## src/rtl/qspi_reg_bridge.sv

```systemverilog
module qspi_reg_bridge #(
  parameter int SLOT_W = 4,
  parameter int DUMMY = 4,
  parameter bit USE_STROBE = 1'b1
) (
  input  logic              clk,
  input  logic              rst_n,
  input  logic              cs_n,
  input  logic [3:0]        dq_in,
  output logic [3:0]        dq_out,
  output logic              dq_oe,
  output logic              dstb,
  output logic              rd_valid,
  output logic [SLOT_W-1:0] rd_addr,
  input  logic              rd_ready,
  input  logic [31:0]       rd_data,
  output logic              wr_en,
  output logic [SLOT_W-1:0] wr_addr,
  output logic [31:0]       wr_data
);

  localparam int CNT_W = $clog2(DUMMY > 8 ? DUMMY : 8) + 1;
  localparam int SKIP_W = 4;

  typedef enum logic [1:0] {P_CMD, P_ADDR, P_DUM, P_DATA} ph_t;

  function automatic logic [SLOT_W-1:0] fold(input logic [SLOT_W-1:0] s);
    logic [SLOT_W-1:0] r;
    r = s;
    if (r[SLOT_W-1]) r[0] = 1'b0;
    return r;
  endfunction

  ph_t              ph;
  logic [CNT_W-1:0] cnt;
  logic [27:0]      sh;
  logic [31:0]      pa, cw, bf;
  logic [2:0]       ni;
  logic             rd_mode, cw_ok, bf_ok;
  logic [SKIP_W-1:0] skip;

  wire [31:0] sh_nx    = {sh, dq_in};
  wire        is_reg   = (pa[4:2] == 3'd0);
  wire        fetching = rd_mode && (ph == P_DUM || ph == P_DATA) && !bf_ok;
  wire        fill     = fetching && (!is_reg || rd_ready);
  wire        load     = rd_mode && ((ph == P_DUM && cnt == CNT_W'(DUMMY - 1)) ||
                                     (ph == P_DATA && (!cw_ok || ni == 3'd7)));
  wire        miss     = load && !bf_ok && !USE_STROBE;
  wire        drop     = fill && (skip != '0 || miss);
  wire        wr_word  = !rd_mode && ph == P_DATA && ni == 3'd7;

  assign rd_valid = fetching && is_reg;
  assign rd_addr  = fold(pa[5 +: SLOT_W]);
  assign dq_oe    = rd_mode && ph == P_DATA;
  assign dq_out   = cw[{~ni, 2'b00} +: 4];
  assign dstb     = USE_STROBE && dq_oe && cw_ok;

  always_ff @(posedge clk or negedge rst_n) begin
    if (!rst_n) begin
      ph <= P_CMD;
      cnt <= '0;
      sh <= '0;
      pa <= '0;
      cw <= '0;
      bf <= '0;
      ni <= '0;
      rd_mode <= 1'b0;
      cw_ok <= 1'b0;
      bf_ok <= 1'b0;
      skip <= '0;
      wr_en <= 1'b0;
      wr_addr <= '0;
      wr_data <= '0;
    end else if (cs_n) begin
      ph <= P_CMD;
      cnt <= '0;
      ni <= '0;
      rd_mode <= 1'b0;
      cw_ok <= 1'b0;
      bf_ok <= 1'b0;
      skip <= '0;
      wr_en <= 1'b0;
    end else begin
      wr_en <= 1'b0;
      case (ph)
        P_CMD: begin
          sh <= sh_nx[27:0];
          if (cnt == CNT_W'(1)) begin
            rd_mode <= sh_nx[7];
            cnt <= '0;
            ph <= P_ADDR;
          end else cnt <= cnt + 1'b1;
        end
        P_ADDR: begin
          sh <= sh_nx[27:0];
          if (cnt == CNT_W'(7)) begin
            pa <= sh_nx;
            cnt <= '0;
            ph <= rd_mode ? P_DUM : P_DATA;
          end else cnt <= cnt + 1'b1;
        end
        P_DUM: begin
          if (cnt == CNT_W'(DUMMY - 1)) ph <= P_DATA;
          else cnt <= cnt + 1'b1;
        end
        default: begin
          if (!rd_mode) begin
            sh <= sh_nx[27:0];
            ni <= ni + 1'b1;
            if (wr_word) begin
              wr_en <= is_reg;
              wr_addr <= fold(pa[5 +: SLOT_W]);
              wr_data <= sh_nx;
              pa <= pa + 32'd4;
            end
          end else if (cw_ok) begin
            ni <= ni + 1'b1;
          end
        end
      endcase

      if (fill) begin
        pa <= pa + 32'd4;
        if (!drop) begin
          bf <= is_reg ? rd_data : '0;
          bf_ok <= 1'b1;
        end
      end
      skip <= skip + SKIP_W'(miss) - SKIP_W'(drop);

      if (load) begin
        if (bf_ok) begin
          cw <= bf;
          cw_ok <= 1'b1;
          bf_ok <= 1'b0;
        end else if (!USE_STROBE) begin
          cw <= '0;
          cw_ok <= 1'b1;
        end else begin
          cw_ok <= 1'b0;
        end
      end
    end
  end

endmodule

```

## config.mk

```make
export PLATFORM = sky130hd
export DESIGN_NAME = qspi_reg_bridge
export DESIGN_NICKNAME = d
export VERILOG_FILES = /design/src/rtl/qspi_reg_bridge.sv
export SDC_FILE = /design/constraint.sdc
export NUM_CORES = 1
export LEC_CHECK = 0
export BUFFER_PORTS_ARGS = -buffer_cell sky130_fd_sc_hd__buf_2
export CELL_PAD_IN_SITES_DETAIL_PLACEMENT = 0
export CELL_PAD_IN_SITES_GLOBAL_PLACEMENT = 2
export CORE_AREA = 5 5 138 140
export CTS_CLUSTER_DIAMETER = 40
export CTS_CLUSTER_SIZE = 14
export DETAILED_ROUTE_END_ITERATION = 10
export DIE_AREA = 0 0 143 145
export GPL_TIMING_DRIVEN = 0
export PLACE_DENSITY = 0.8
export SLEW_MARGIN = 10
export SYNTH_ARGS = -nofsm -noshare
export SYNTH_HDL_FRONTEND = slang
export SYNTH_SLANG_ARGS = --single-unit
```

## constraint.sdc

```tcl
create_clock -name clk -period 2.4 [get_ports clk]
set_input_delay 0.24 -clock clk [delete_from_list [all_inputs] [get_ports clk]]
set_output_delay 0.24 -clock clk [all_outputs]
set_load 0.02 [all_outputs]
```

Word-level counts from Yosys, hierarchy flattened

Cells that the tools add are included.
W data, S select, Z words.

Bits in registers: 177
Bits in latches: 0
Bits in writable memories: 0
Bits in read-only memories: 0
Output and inout port bits: 48
Word-level logic and storage cells: 122
Memories kept: 0

Add/subtract/negate cells: 4
$mul: 0
Div/mod/pow operators: 0
Order comparisons: 0
Equality and inequality tests: 17
Shift-type cells: 1
Muxes and demuxes: 40
Bitwise gates (word level): 6
Reductions and logical operators: 40

Operators by type and width:

| kind                    | number |
|---|---|
| $mux W32                | 5 |
| $pmux W32 S2            | 1 |
| $pmux W28 S2            | 1 |
| $add A32 B3 Y32 const B | 1 |
| $shiftx A32 B6 Y4       | 1 |
| $mux W28                | 1 |
| $mux W4                 | 5 |
| $mux W1                 | 17 |
| $logic_and A1 B1 Y1     | 12 |
| $mux W3                 | 4 |
| $ne A3 B3 Y1 const B    | 4 |
| $pmux W4 S3             | 1 |
| $reduce_and A3 Y1       | 3 |
| $mux W2                 | 4 |
| $reduce_and A4 Y1       | 2 |
| $reduce_bool A4 Y1      | 2 |
| $ne A3 B2 Y1 const B    | 2 |
| $pmux W2 S3             | 1 |
| $reduce_and A2 Y1       | 3 |
| $reduce_bool A2 Y1      | 3 |
| $not A1 Y1              | 5 |
| $reduce_and A5 Y1       | 1 |
| $add A4 B1 Y4 const B   | 1 |
| $eq A2 B2 Y1 const B    | 2 |
| 18 further kinds        | 26 |

Depth between registers and ports, before layout

Depth in word-level cells: 11
Depth in mapped cells: 9
Gate-level depth less buffers: 8

Least setup slack after synthesis

No wires, ideal clock.

Path kind: reg-to-reg
Start point: reg ph[0]
End point: reg cw[10]
Setup time: 0.125 ns
Data arrival time: 1.845 ns
Path slack: 0.430 ns
Cell stages (with the launch flop): 9
Clock period less this slack: 1.970 ns
Cell sequence: dfrtp_1 inv_1 ha_1 buf_4 and4bb_1 a21oi_1 nor3_4 buf_6 mux2_2

Longest elaborated chain between the ends: 5
Elaborated cells between the ends (all ways): 7
Those cells by class: 2 x eq/ne; 5 x reduce/logical

Ends and longest elaborated chain:

| item                                          | line   | source |
|---|---|---|
| from (decl)                                   | 34     | `ph_t ph;` |
| from (signal assigned)                        | 99     | `ph <= rd_mode ? P_DUM : P_DATA;` |
| $eq A2 B2 Y1, on equally long branches        | 46, 47 |  |
| $logic_and A1 B1 Y1, on equally long branches | 46, 47 |  |
| $logic_or A1 B1 Y1 *                          | 46     | `wire load = rd_mode && ((ph == P_DUM && cnt == CNT_W'(DUMMY - 1)) \|\|` |
| $logic_and A1 B1 Y1 *                         | 46     |  |
| $reduce_and A3 Y1 (no source line) *          | --     |  |
| to (signal assigned)                          | 64     | `cw <= '0;` |
| to (signal assigned)                          | 133    | `cw <= bf;` |
| to (signal assigned)                          | 137    | `cw <= '0;` |
| to (decl)                                     | 37     | `logic [31:0] pa, cw, bf;` |

Every way passes the cells marked *; elsewhere a longest branch is shown, timed or not.
A chain may end at the register's enable or synchronous reset.

Final worst setup path

Start point: reg ni[0]
End point: out dq_out[0]

Longest elaborated chain between the ends: 2

Ends and longest elaborated chain:

| item                   | line | source |
|---|---|---|
| from (decl)            | 38   | `logic [2:0] ni;` |
| from (signal assigned) | 109  | `ni <= ni + 1'b1;` |
| from (signal assigned) | 117  | `ni <= ni + 1'b1;` |
| $not A3 Y3             | 55   | `assign dq_out = cw[{~ni, 2'b00} +: 4];` |
| $shiftx A32 B6 Y4      | 55   |  |
| to (decl)              | 10   | `output logic [3:0] dq_out,` |

No other way between the ends.

==> reports/metrics.csv <==
metric;value;unit
outcome;complete, no violations;
GP Congestion;0.7879;
RSZ-0062 raised after global routing;no;
area share of xor/xnor cells in the synthesized design;0.003804;
Peak VDD IR;0.4991;mV
synth warn;0;
number of library cell types mapped by synthesis;61;
post-synth top area share;0.5506;
Pwr Total;7.231;mW
pin count of the biggest net entering global routing;85;
worst setup margin;0.1416;ns
grt ovf;0;
Synth Area in Compound Gates;0.04546;
Max clock buf depth;2;
Post-Syn Instances;522;
I/O pin cnt;88;
Worst Setup SP;ni[0]$_DFFE_PN0P_;
Post-synth EDFFs;0;
DIE WIDTH;143;um
synthesis-to-finish area growth;19.49;%
post-synthesis mux area share;0.2472;
Hold Crit Class;primary input to register;
final instance area;8254;um2
antenna violations before repair;0;
Pleak;4.384;nW
setup TNS;0;ns
reg2reg start;ph[0]$_DFFE_PN0P_;
drt pass-1 iters;4;
max-cap viol count;0;
gr usage total;0.1458;
routed via count;4254;
Row Count;49;
placed insts;838;
first-pass GRT wire length;24.23;mm
Clk pin slew, worst setup/hold paths;0.06;ns
Fin. Hold Viols;0;
largest family of logic cells by synthesized area;multiplexers;
Yosys reg bits;152;
Core Box Area;17720;um2
dpl ws;-0.02529;ns
DIE AREA;20740;um2
Clock Latency Late Sink;0.42;ns
crit share post-route;0.9410;
syn avg cell area;13.23;um2
relative slew slack;0.5676;
vias in the first global route;4689;
CP required;2.16;ns
syn_nets;574;
PwrDens;876.1;nW/um2
# DRC;0;
per-cell routed wire length;16.25;um
DR iter-0 viols;188;
worst setup path class;register to output pin;
CP max FO;9;
CTS tree;done;
final core utilization;0.4659;
Post-Layout Cell Count;873;
Pins Over Slew Limit;0;
DP Area;7662;um2
Max Clock Freq;0.4428;GHz
CTS Sinks;152;
fill count;1591;
layout cell share with drive strength beyond 1;0.4053;
CTS root buf;clkbuf_16;
Final setup viols;0;
HPWL after DPL;10.05;mm
Port-buffer cells;86;
Worst Max-Slew Pin Slew;0.6418;ns
clk_skew;0.005762;ns
Post-Syn Area;6908;um2
hold wc startpoint;rd_data[2];
adder and majority cell fraction of the synthesized area;0.02174;
H-tree levels;4;
async set-reset flop share out of synthesis;1.000;
WL final;14.18;mm
Post-synth top flop;dfrtp_1;
Die Y;145;um
crit path capture type;output pin;
crit path DAT;2.02;ns
share of the yosys chip area belonging to registers;0.5506;
Synth area leader;dfrtp_1;
largest cells by area after synthesis;dfrtp_1 55%, mux2_2 16%, mux2i_1 5.7%, mux4_2 2.6%, inv_1 2.3%;
Hold Slack;0.05155;ns
Final ANT Viol Nets;0;
Num CTS Buffers;17;
minimum clock period;2.258;ns
Starting Density;0.3899;
Nets;683;
Simple-Gate Fraction of Synth Area;0.08024;
antenna cells;0;
Vias/cell;4.873;
Startpoint Class;register;
[cells by family after synthesis]
kind of cell	Yosys count
and+or+nand+nor	101
muxes	148
AOI/OAI and AO/OA	36
DFF	152
xor gates and xnor gates	3
adders and majority gates	12
buffers and inverters	70
[path summary, 6_finish.rpt]
kind	endpoint	slack [ns]	depth (start not counted)
max in group asynchronous	wr_data[27]$_DFFE_PN0P_	1.22	3
worst min-delay path	bf[2]$_DFFE_PN0P_	0.05	3
worst max-delay path	dq_out[0]	0.14	4
min in group asynchronous	cw[15]$_DFFE_PN0P_	0.37	2
worst max register to register	cw[22]$_DFFE_PN0P_	0.15	8
worst min register to register	wr_data[2]$_DFFE_PN0P_	0.50	1
[cells in the mapped netlist, drive strengths merged, types with 2 or more instances]
master and number:
a21oi 4, a22oi 2, a2bb2oi 4, and2 2
and3 2, buf 20, clkbuf 7, dfrtp 152
ha 12, inv 43, mux2 101, mux2i 39
mux4 8, nand2 42, nand2b 7, nand3 3
nand3b 3, nand4 2, nor2 16, nor2b 2
nor3 9, nor3b 2, nor4 4, o21a 2
o21ai 4, o22ai 3, o31ai 2, o41ai 2
xor2 2
[power breakdown]
group | switching [mW] | internal, mW
Clock | 1.05 | 1.45
Combinational | 0.768 | 0.638
Sequential | 0.309 | 3.01
Total | 2.13 | 5.10
[critical path, cell delays in order, from the launching register on]
cell	delay [ns]
dfrtp_1	0.35
buf_4	0.23
mux4_2	0.55
mux2_2	0.30
buf_2	0.16
[layout make-up]
type	count	area (um2)	share of cell area
Clock buffer	21	450.4	0.05457
Clock inverter	11	100.1	0.01213
Buffer	27	195.2	0.02365
Timing Repair Buffer	90	493.0	0.05972
Inverter	43	161.4	0.01955
Sequential cell	152	3804	0.4608
Tap cell	229	286.5	0.03471
Multi-Input combinational cell	300	2764	0.3348
[flip-flops by register name, summed over array words and instances (netlist names)]
signal and count:
bf 32, bf_ok 1, cnt 4, cw 32, cw_ok 1, ni 3
pa 7, ph 2, rd_mode 1, sh 28, skip 4, wr_addr 4
wr_data 32, wr_en 1
[layer usage]
layer	GRT usage	share of wire
met1	0.1959	0.46
met2	0.2340	0.50
met3	0.03060	0.026
met4	0.05133	0.014
met5	0	0
[placed cells by master (no fill, tap or decap), types with 4 or more instances in the layout]
cell type | Yosys | layout
clkinv_2 | 0 | 4
mux4_2 | 8 | 8
a21oi_1 | 4 | 4
nand2_1 | 42 | 42
o21ai_0 | 4 | 4
mux2_2 | 100 | 100
nor3_1 | 6 | 6
ha_1 | 12 | 12
buf_2 | 2 | 86
buf_4 | 13 | 16
nor2_1 | 15 | 15
nand2b_1 | 6 | 6
clkbuf_16 | 0 | 17
buf_6 | 5 | 5
dfrtp_1 | 152 | 152
mux2i_1 | 39 | 39
clkbuf_1 | 7 | 8
inv_1 | 43 | 43
[timing repair]
action,in CTS,in global routing
gates resized for setup,3,3
buffers inserted,0,2
setup endpoints to repair,31,25
hold buffers,1,0
pin swaps,0,1
hold endpoints to repair,68,0
No activity file was read; power rests on OpenSTA's default activity.
